### src/rtl/icc_pkg.sv
package icc_pkg;

    localparam int OPC_W   = 4;
    localparam int OPS_MAX = 2;
    localparam int ST_W    = 7;

    localparam logic [OPC_W-1:0] OPC_NOP  = 4'd0;
    localparam logic [OPC_W-1:0] OPC_LDA  = 4'd1;
    localparam logic [OPC_W-1:0] OPC_ADD  = 4'd2;
    localparam logic [OPC_W-1:0] OPC_STA  = 4'd3;
    localparam logic [OPC_W-1:0] OPC_SUM2 = 4'd4;
    localparam logic [OPC_W-1:0] OPC_CMP  = 4'd5;
    localparam logic [OPC_W-1:0] OPC_JMP  = 4'd6;
    localparam logic [OPC_W-1:0] OPC_EI   = 4'd7;
    localparam logic [OPC_W-1:0] OPC_DI   = 4'd8;

    typedef enum logic [2:0] {
        ALU_NONE,
        ALU_LOAD,
        ALU_ADD,
        ALU_SUM,
        ALU_CMP
    } alu_kind_e;

    typedef struct packed {
        logic sup;
        logic ie;
        logic cmp;
        logic ovf;
        logic cry;
        logic sgn;
        logic zro;
    } status_t;

    typedef struct packed {
        logic [1:0] n_ops;
        logic [1:0] n_res;
        alu_kind_e  alu;
        logic       jump;
        logic       ie_set;
        logic       ie_clr;
    } op_plan_t;

    typedef enum logic [4:0] {
        S_FETCH_A,
        S_FETCH_M,
        S_FETCH_IR,
        S_DECODE,
        S_OP_ADDR,
        S_IND_M,
        S_IND_X,
        S_OP_RD,
        S_EXEC,
        S_RES_ADDR,
        S_RES_WR,
        S_INT_CHK,
        S_INT_A,
        S_INT_W,
        S_INT_V,
        S_INT_R,
        S_INT_J
    } cyc_state_e;

    function automatic op_plan_t plan_of(input logic [OPC_W-1:0] opc);
        op_plan_t p;
        p = '{n_ops: 2'd0, n_res: 2'd0, alu: ALU_NONE,
              jump: 1'b0, ie_set: 1'b0, ie_clr: 1'b0};
        case (opc)
            OPC_LDA:  begin p.n_ops = 2'd1; p.alu = ALU_LOAD; end
            OPC_ADD:  begin p.n_ops = 2'd1; p.alu = ALU_ADD;  end
            OPC_STA:  begin p.n_res = 2'd1; end
            OPC_SUM2: begin p.n_ops = 2'd2; p.n_res = 2'd1; p.alu = ALU_SUM; end
            OPC_CMP:  begin p.n_ops = 2'd1; p.alu = ALU_CMP;  end
            OPC_JMP:  p.jump   = 1'b1;
            OPC_EI:   p.ie_set = 1'b1;
            OPC_DI:   p.ie_clr = 1'b1;
            default:  p.alu    = ALU_NONE;
        endcase
        return p;
    endfunction

    function automatic logic is_mem_state(input cyc_state_e s);
        return (s == S_FETCH_M) || (s == S_IND_M) || (s == S_OP_RD) ||
               (s == S_RES_WR)  || (s == S_INT_W) || (s == S_INT_R);
    endfunction

    function automatic logic is_write_state(input cyc_state_e s);
        return (s == S_RES_WR) || (s == S_INT_W);
    endfunction

endpackage

### src/rtl/icc_decoder.sv
module icc_decoder
    import icc_pkg::*;
#(
    parameter int DATA_W = 16,
    parameter int ADDR_W = 8
) (
    input  logic [DATA_W-1:0] instr,
    output op_plan_t          plan,
    output logic              indirect,
    output logic [ADDR_W-1:0] field
);
    localparam int IND_BIT = DATA_W - OPC_W - 1;

    logic unused_gap;

    assign plan       = plan_of(instr[DATA_W-1 -: OPC_W]);
    assign indirect   = instr[IND_BIT];
    assign field      = instr[ADDR_W-1:0];
    assign unused_gap = ^instr[IND_BIT-1:ADDR_W];

endmodule

### src/rtl/icc_alu.sv
module icc_alu
    import icc_pkg::*;
#(
    parameter int DATA_W = 16
) (
    input  alu_kind_e         kind,
    input  logic [DATA_W-1:0] acc,
    input  logic [DATA_W-1:0] opa,
    input  logic [DATA_W-1:0] opb,
    input  status_t           st_in,
    output logic [DATA_W-1:0] acc_out,
    output logic              acc_we,
    output status_t           st_out
);
    localparam int MSB = DATA_W - 1;

    logic [DATA_W-1:0] lhs;
    logic [DATA_W-1:0] rhs;
    logic [DATA_W:0]   wide;

    always_comb begin
        unique case (kind)
            ALU_ADD: lhs = acc;
            ALU_SUM: lhs = opa;
            default: lhs = '0;
        endcase
        rhs  = (kind == ALU_SUM) ? opb : opa;
        wide = {1'b0, lhs} + {1'b0, rhs};
    end

    always_comb begin
        st_out  = st_in;
        acc_out = wide[MSB:0];
        acc_we  = 1'b0;
        unique case (kind)
            ALU_LOAD, ALU_ADD, ALU_SUM: begin
                acc_we     = 1'b1;
                st_out.zro = (wide[MSB:0] == '0);
                st_out.sgn = wide[MSB];
                st_out.cry = wide[DATA_W];
                st_out.ovf = (lhs[MSB] == rhs[MSB]) && (wide[MSB] != lhs[MSB]);
            end
            ALU_CMP: st_out.cmp = (acc == opa);
            default: st_out = st_in;
        endcase
    end

endmodule

### src/rtl/instr_cycle_ctrl.sv
module instr_cycle_ctrl
    import icc_pkg::*;
#(
    parameter int                DATA_W     = 16,
    parameter int                ADDR_W     = 8,
    parameter logic [ADDR_W-1:0] STACK_ADDR = '1,
    parameter logic [ADDR_W-1:0] VEC_ADDR   = '1 - 1'b1,
    parameter logic [ADDR_W-1:0] RESET_PC   = '0
) (
    input  logic              clk,
    input  logic              rst,
    output logic              mem_req,
    output logic              mem_we,
    output logic [ADDR_W-1:0] mem_addr,
    output logic [DATA_W-1:0] mem_wdata,
    input  logic [DATA_W-1:0] mem_rdata,
    input  logic              mem_ack,
    input  logic              irq,
    output logic              instr_done,
    output logic [ADDR_W-1:0] pc_o,
    output logic [DATA_W-1:0] ir_o,
    output logic [DATA_W-1:0] acc_o,
    output logic [ST_W-1:0]   status_o
);
    localparam int IDX_W = 2;

    cyc_state_e        state_q;
    logic [ADDR_W-1:0] pc_q;
    logic [DATA_W-1:0] ir_q;
    logic [ADDR_W-1:0] mar_q;
    logic [DATA_W-1:0] mbr_q;
    logic [DATA_W-1:0] acc_q;
    status_t           st_q;
    logic [IDX_W-1:0]  idx_q;
    logic              res_ph_q;
    logic [DATA_W-1:0] opnd_q [OPS_MAX];

    op_plan_t          plan;
    logic              indirect;
    logic [ADDR_W-1:0] field;
    logic [DATA_W-1:0] alu_acc;
    logic              alu_we;
    status_t           alu_st;
    status_t           st_exec;
    logic [ADDR_W-1:0] op_ea;
    logic [ADDR_W-1:0] res_ea;
    logic [IDX_W-1:0]  idx_nx;

    icc_decoder #(.DATA_W(DATA_W), .ADDR_W(ADDR_W)) u_dec (
        .instr   (ir_q),
        .plan    (plan),
        .indirect(indirect),
        .field   (field)
    );

    icc_alu #(.DATA_W(DATA_W)) u_alu (
        .kind   (plan.alu),
        .acc    (acc_q),
        .opa    (opnd_q[0]),
        .opb    (opnd_q[1]),
        .st_in  (st_q),
        .acc_out(alu_acc),
        .acc_we (alu_we),
        .st_out (alu_st)
    );

    always_comb begin
        st_exec = alu_st;
        if (plan.ie_set) st_exec.ie = 1'b1;
        if (plan.ie_clr) st_exec.ie = 1'b0;
    end

    assign idx_nx = idx_q + 1'b1;
    assign op_ea  = field + ADDR_W'(idx_q);
    assign res_ea = field + ADDR_W'(plan.n_ops) + ADDR_W'(idx_q);

    // Operand holding registers, one per operand slot.
    for (genvar g = 0; g < OPS_MAX; g++) begin : g_opnd
        always_ff @(posedge clk) begin
            if (rst)
                opnd_q[g] <= '0;
            else if (state_q == S_OP_RD && mem_ack && idx_q == IDX_W'(g))
                opnd_q[g] <= mem_rdata;
        end
    end

    always_ff @(posedge clk) begin
        if (rst) begin
            state_q  <= S_FETCH_A;
            pc_q     <= RESET_PC;
            ir_q     <= '0;
            mar_q    <= '0;
            mbr_q    <= '0;
            acc_q    <= '0;
            st_q     <= '0;
            idx_q    <= '0;
            res_ph_q <= 1'b0;
        end else begin
            unique case (state_q)
                S_FETCH_A: begin
                    mar_q   <= pc_q;
                    state_q <= S_FETCH_M;
                end
                S_FETCH_M: if (mem_ack) begin
                    mbr_q   <= mem_rdata;
                    pc_q    <= pc_q + 1'b1;
                    state_q <= S_FETCH_IR;
                end
                S_FETCH_IR: begin
                    ir_q    <= mbr_q;
                    state_q <= S_DECODE;
                end
                S_DECODE: begin
                    idx_q    <= '0;
                    res_ph_q <= 1'b0;
                    state_q  <= (plan.n_ops != '0) ? S_OP_ADDR : S_EXEC;
                end
                S_OP_ADDR: begin
                    mar_q   <= op_ea;
                    state_q <= indirect ? S_IND_M : S_OP_RD;
                end
                S_IND_M: if (mem_ack) begin
                    mbr_q   <= mem_rdata;
                    state_q <= S_IND_X;
                end
                S_IND_X: begin
                    mar_q <= mbr_q[ADDR_W-1:0];
                    if (res_ph_q) begin
                        mbr_q   <= acc_q;
                        state_q <= S_RES_WR;
                    end else begin
                        state_q <= S_OP_RD;
                    end
                end
                S_OP_RD: if (mem_ack) begin
                    mbr_q   <= mem_rdata;
                    idx_q   <= idx_nx;
                    state_q <= (idx_nx == plan.n_ops) ? S_EXEC : S_OP_ADDR;
                end
                S_EXEC: begin
                    if (alu_we) acc_q <= alu_acc;
                    st_q     <= st_exec;
                    if (plan.jump) pc_q <= field;
                    idx_q    <= '0;
                    res_ph_q <= 1'b1;
                    state_q  <= (plan.n_res != '0) ? S_RES_ADDR : S_INT_CHK;
                end
                S_RES_ADDR: begin
                    mar_q   <= res_ea;
                    mbr_q   <= acc_q;
                    state_q <= indirect ? S_IND_M : S_RES_WR;
                end
                S_RES_WR: if (mem_ack) begin
                    idx_q   <= idx_nx;
                    state_q <= (idx_nx == plan.n_res) ? S_INT_CHK : S_RES_ADDR;
                end
                S_INT_CHK: begin
                    state_q <= (irq && st_q.ie) ? S_INT_A : S_FETCH_A;
                end
                S_INT_A: begin
                    mar_q   <= STACK_ADDR;
                    mbr_q   <= DATA_W'(pc_q);
                    state_q <= S_INT_W;
                end
                S_INT_W: if (mem_ack) begin
                    state_q <= S_INT_V;
                end
                S_INT_V: begin
                    mar_q   <= VEC_ADDR;
                    state_q <= S_INT_R;
                end
                S_INT_R: if (mem_ack) begin
                    mbr_q   <= mem_rdata;
                    state_q <= S_INT_J;
                end
                S_INT_J: begin
                    pc_q    <= mbr_q[ADDR_W-1:0];
                    st_q.ie <= 1'b0;
                    st_q.sup <= 1'b1;
                    state_q <= S_FETCH_A;
                end
                default: state_q <= S_FETCH_A;
            endcase
        end
    end

    assign mem_req    = is_mem_state(state_q);
    assign mem_we     = is_write_state(state_q);
    assign mem_addr   = mar_q;
    assign mem_wdata  = mbr_q;
    assign instr_done = (state_q == S_INT_CHK);
    assign pc_o       = pc_q;
    assign ir_o       = ir_q;
    assign acc_o      = acc_q;
    assign status_o   = st_q;

endmodule

### config.mk
export PLATFORM = sky130hd
export DESIGN_NAME = instr_cycle_ctrl
export DESIGN_NICKNAME = d
export VERILOG_FILES = /design/src/rtl/icc_pkg.sv /design/src/rtl/icc_decoder.sv /design/src/rtl/icc_alu.sv /design/src/rtl/instr_cycle_ctrl.sv
export SDC_FILE = /design/constraint.sdc
export NUM_CORES = 1
export LEC_CHECK = 0
export BUFFER_PORTS_ARGS = -buffer_cell sky130_fd_sc_hd__buf_2
export CAP_MARGIN = 20
export CORE_UTILIZATION = 55
export CTS_BUF_LIST = sky130_fd_sc_hd__clkbuf_16
export CTS_CLUSTER_DIAMETER = 50
export DETAILED_ROUTE_END_ITERATION = 10
export PLACE_DENSITY = 0.78
export RECOVER_POWER = 25
export SLEW_MARGIN = 20
export SYNTH_ARGS = -nofsm -noshare
export SYNTH_HDL_FRONTEND = slang
export SYNTH_SLANG_ARGS = --single-unit
### constraint.sdc
create_clock -name clk -period 7.3 [get_ports clk]
set_input_delay 0.365 -clock clk [delete_from_list [all_inputs] [get_ports clk]]
set_output_delay 0.365 -clock clk [all_outputs]
set_load 0.01 [all_outputs]
Word-level counts from Yosys, hierarchy flattened
Memories as Yosys holds them, arrays and structs flattened.
Cells that the tools add are included.
{ "op_classes": {"bitwise": 3, "reduce_logical": 37, "muxes": 47, "add_sub_neg": 6, "n_eq_ne": 45} }
{ "ops": {"columns": ["op", "count"], "rows": [
  ["$mux W16", 5],
  ["$pmux W5 S16", 1],
  ["$pmux W16 S4", 1],
  ["$pmux W8 S6", 1],
  ["$eq A5 B4 Y1 const B", 8],
  ["$pmux W16 S2", 1],
  ["$mux W5", 6],
  ["$add A8 B2 Y8", 3],
  ["$pmux W8 S3", 1],
  ["$eq A5 B3 Y1 const B", 4],
  ["$mux W4", 5],
  ["$add A16 B16 Y17", 1],
  ["$eq A16 B16 Y1", 1],
  ["$eq A4 B3 Y1 const B", 4],
  ["$logic_not A16 Y1", 1],
  ["$mux W8", 2],
  ["$ne A2 B2 Y1 const B", 8],
  ["$mux W1", 15],
  ["$pmux W2 S2", 3],
  ["$pmux W3 S4", 1],
  ["$reduce_and A2 Y1", 6],
  ["$eq A5 B2 Y1 const B", 2],
  ["$reduce_bool A2 Y1", 5],
  ["$add A8 B1 Y8 const B", 1],
  ["31 further kinds", 52]
]} }
{ "word_totals": {"n_memories": 1, "input_bits": 20, "ram_bits": 32, "ff_bits": 79} }
{ "memory_table": {"columns": ["name", "depth", "width", "rd", "rd_ports_with_merged_regs", "write_ports", "line", "source"], "rows": [
  ["opnd_q", 2, 16, 2, 0, 2, "instr_cycle_ctrl.sv:36", "logic [DATA_W-1:0] opnd_q [OPS_MAX];"]
]} }

Longest topological paths before layout
{ "logic_depth": {"depth_word": 7, "ltp_mapped": 15, "ltp_nobuf": 13} }

Hierarchy
Synthesis repeated with hierarchy kept, for this count alone.
{ "unflattened": {"hier_cells": 901, "area_unflattened_um2": 7586.0} }
{ "by_module_without_submodules": {"columns": ["module", "seq_area_each_um2", "area_each_um2", "n_inst", "cells_per_inst"], "rows": [
  ["instr_cycle_ctrl", 2542.4, 5814.3, 1, 665],
  ["icc_alu", 0.0, 1564.0, 1, 208],
  ["icc_decoder", 0.0, 207.7, 1, 28]
]} }

Worst setup path before layout
Ideal clock, no wire load.
{ "synth_timing": {"path_kind": "reg2reg", "startpoint": "reg ir_q[14] (netlist: ir_o[14])", "endpoint": "reg st_q, in the netlist status_o[0]", "n_path_buf": 2, "slack_ns": 3.441, "synth_period_minus_slack_ns": 3.859, "stages_incl_launch_ff": 14, "t_arrival_ns": 3.775, "required_ns": 7.216, "setup_time_ns": 0.084, "path_cell_list": "dfxtp_1 > clkbuf_1 > nor4b_4 > clkbuf_1 > mux2_2 > ha_1 > fa_1 > a211oi_1 > o21ai_0 > a21boi_2 > o21ai_0 > a211o_1 > a21o_1 > o31ai_2"} }
{ "synth_via": {"elab_chain_cells": 6, "elab_cells_between_ends": 14} }
{ "synth_lines": {"columns": ["item", "line", "source"], "rows": [
  ["start: declaration", "instr_cycle_ctrl.sv:29", "logic [DATA_W-1:0] ir_q;"],
  ["start signal: assignment", "instr_cycle_ctrl.sv:110", "ir_q <= mbr_q;"],
  ["$eq A4 B3 Y1, or another cell as far along", "icc_pkg.sv:68", "case (opc)"],
  ["$pmux W3 S4 (*)", "icc_pkg.sv:68", null],
  ["$eq A3 B2 Y1, on equally long branches", "icc_alu.sv:22, icc_alu.sv:27, icc_alu.sv:35", null],
  ["$pmux W16 S2 or $mux W16 (tied branches)", "icc_alu.sv:22, icc_alu.sv:27", null],
  ["$add A16 B16 Y17", "icc_alu.sv:28", "wide = {1'b0, lhs} + {1'b0, rhs};"],
  ["$logic_not A16 Y1", "icc_alu.sv:38", "st_out.zro = (wide[MSB:0] == '0);"],
  ["end signal: assignment", "instr_cycle_ctrl.sv:142", "st_q <= st_exec;"],
  ["end: declaration", "instr_cycle_ctrl.sv:33", "status_t st_q;"]
]} }
Every way passes the cells marked *; elsewhere a longest branch is shown, timed or not.
A chain may end at the register's enable or synchronous reset.

Worst setup path after layout
Ends and elaborated chain as after synthesis.

==> out/results.tsv <==
metric	value	unit
fin_cells	1004	
grtUsageTotal	31.14	%
regArea	2522	um2
synth-edff-count	32	
power	0.001684	W
dieArea	12970	um2
drc	0	
synth-async-reset-ratio	0	%
setup_viol	0	
worst_pin_slew	964.5	ps
avgRoutedWirePerCell	19.71	um
start_util	56.87	%
core_area	12110	um2
synthFlopType	dfxtp_1	
grt_max_degree	84	
yosysWarningCount	0	
ir_worst_vdd	0.1995	mV
diodes	0	
fp.dieW	113.9	um
synth_common_cells	nand2_1, nor2_1, dfxtp_1	
crit_path_max_fanout	34	
ant_nets	0	
ys_seq_area_share	36.62	%
io_buffers	93	
rsz0062_at_grt	no	
synth_area_leaders	dfxtp_1, edfxtp_1, nand2_1	
end_kind	flip-flop	
fillers	1081	
routed_wl	19790	um
clockBufferDepth	2	
grt_first_pass_wirelength	31240	um
viasPerCell	6.375	
clock-sinks	110	
first_pass_iters	5	
finalCritPeriodShare	54.42	%
dpl.hpwl	14470	um
status	finished, final reports clean	
globalplace.congestion	0.9101	
final_util	62.47	%
htreeDepth	3	
io_pins	94	
max_slew_margin	35.61	%
yosysUniqueCellTypes	70	
cts_buffers	9	
syn_to_final_growth	9.846	%
num_vias	6400	
drtIter0Drc	554	
whs	311.0	ps
setup-tns-final	0	ps
layout-drive-gt1-share	11.96	%
syn-cell-area	6888	um2
clk_latency	360	ps
path_clk_slew	70	ps
max_freq	0.2517	GHz
nets	879	
worstSetupStartpointType	flip-flop	
p_per_area	222.6	nW/um2
critPathKind	reg2reg	
dp.cells	987	
finalHoldViolCount	0	
ctsResizeCount	0	
holdBufCountCts	0	
p_leak	2.842	nW
yosysTopAreaCell	dfxtp_1	
clock_skew	8.140	ps
syn_inst	777	
cts_setup_buffers	0	
ys_ff_latch	110	
antenna_found_initial	0	
period_minus_slack	3973	ps
worstPathArrival	4250	ps
grt_pass1_vias	5868	
root_buffer	clkbuf_16	
syn-num-nets	825	
grt_overflow	0	
maxSlewViolCount	0	
drv_cap	0	
tritoncts	done	
num_rows	40	
die_h	113.9	um
syn_area_per_cell	8.865	um2
hp-class	in2reg	
worstPathRequired	7580	ps
multi_input_area	4049	um2
netlist.area_leader.share	22.67	%
[flip-flops by register name, indices dropped and copies added (netlist names)]
name       cells
opnd_q        32
mem_wdata     16
ir_o          16
state_q        5
acc_o         16
status_o       6
res_ph_q       1
pc_o           8
idx_q          2
mem_addr       8
[kinds of logic (layout without fill, tap and decap cells)]
kind of cell	after synthesis	count (layout)	synth area share, %
flops	110	110	36.62
fa+ha+maj	29	29	5.777
mux	30	30	4.705
compound gates	206	206	21.83
buf+inv	70	129	4.596
xor+xnor	39	39	4.959
simple gates	293	293	21.51
[critical path, stage by stage, from the launching register on]
cell	delay [ps]
dfxtp_1	530
nor4b_4	260
buf_4	400
mux2_2	410
ha_1	240
fa_1	440
a211oi_1	350
o21ai_0	210
a21boi_2	180
o21ai_0	130
a211o_1	340
a21o_1	200
o31ai_2	210
[path summary, 6_finish.rpt]
| path | startpoint | to | slack (ps) | cells past startpoint |
|---|---|---|---|---|
| max reg2reg | ir_o[14] | status_o[0] | 3330 | 12 |
| min | mem_rdata[9] | opnd_q[0][9] | 310 | 2 |
| min reg2reg | status_o[3] | status_o[3] | 450 | 2 |
| max | ir_o[14] | status_o[0] | 3330 | 12 |
[routing by layer]
metal  global-route usage, %  wire (um)  up-vias
li1                        -          -     2944
met1                   45.63       8932     3071
met2                   46.26       8653      348
met3                   4.942       1765       37
met4                   11.60        434        0
met5                       0          0        -
[area by class of cell]
class                      instances  share of cell area, %
timing repair buffer              98                  5.755
clock buffer                       9                  2.977
sequential                       110                  33.34
tap                              168                  2.778
inverter                          15                 0.7442
multi-input combinational        597                  53.51
clock inverter                     7                 0.8930
[stage by stage]
step | setup slack (ps) | cell area [um2]
global route | 3118 | 7566
detailed placement | 3385 | 7333
finish | 3327 | 7566
floorplan | 3441 | 6888
global placement | 3611 | 7333
CTS | 3368 | 7626
[where the power goes]
| group | switching, W | total [W] | leakage [nW] | internal [W] |
|---|---|---|---|---|
| Sequential | 0.0000952 | 0.000776 | 0.963 | 0.000681 |
| Clock | 0.000229 | 0.000493 | 0.143 | 0.000264 |
| Combinational | 0.000262 | 0.000414 | 1.74 | 0.000152 |
| Total | 0.000586 | 0.00168 | 2.84 | 0.00110 |
[cell usage in the layout (no fill, tap or decap), types with 7 or more instances in the layout]
cell       count
clkbuf_16      9
mux2_2        19
nor4_1         9
clkbuf_1      54
inv_1         15
a221o_1        7
ha_1          23
buf_2         39
a211oi_1      17
nor2b_1        8
o21ai_0       26
xor2_1        25
a221oi_1       8
xnor2_1       14
nor3_1        12
dfxtp_1       78
nand2_1       79
and2_1        37
nand3_1       17
a22oi_1       29
a21o_1         7
mux2i_1       11
a21oi_1       52
a22o_1        16
nor2_1        79
nand2b_1       8
edfxtp_1      32
and3_1        12
Note: power is estimated with default switching activity, not from simulation.
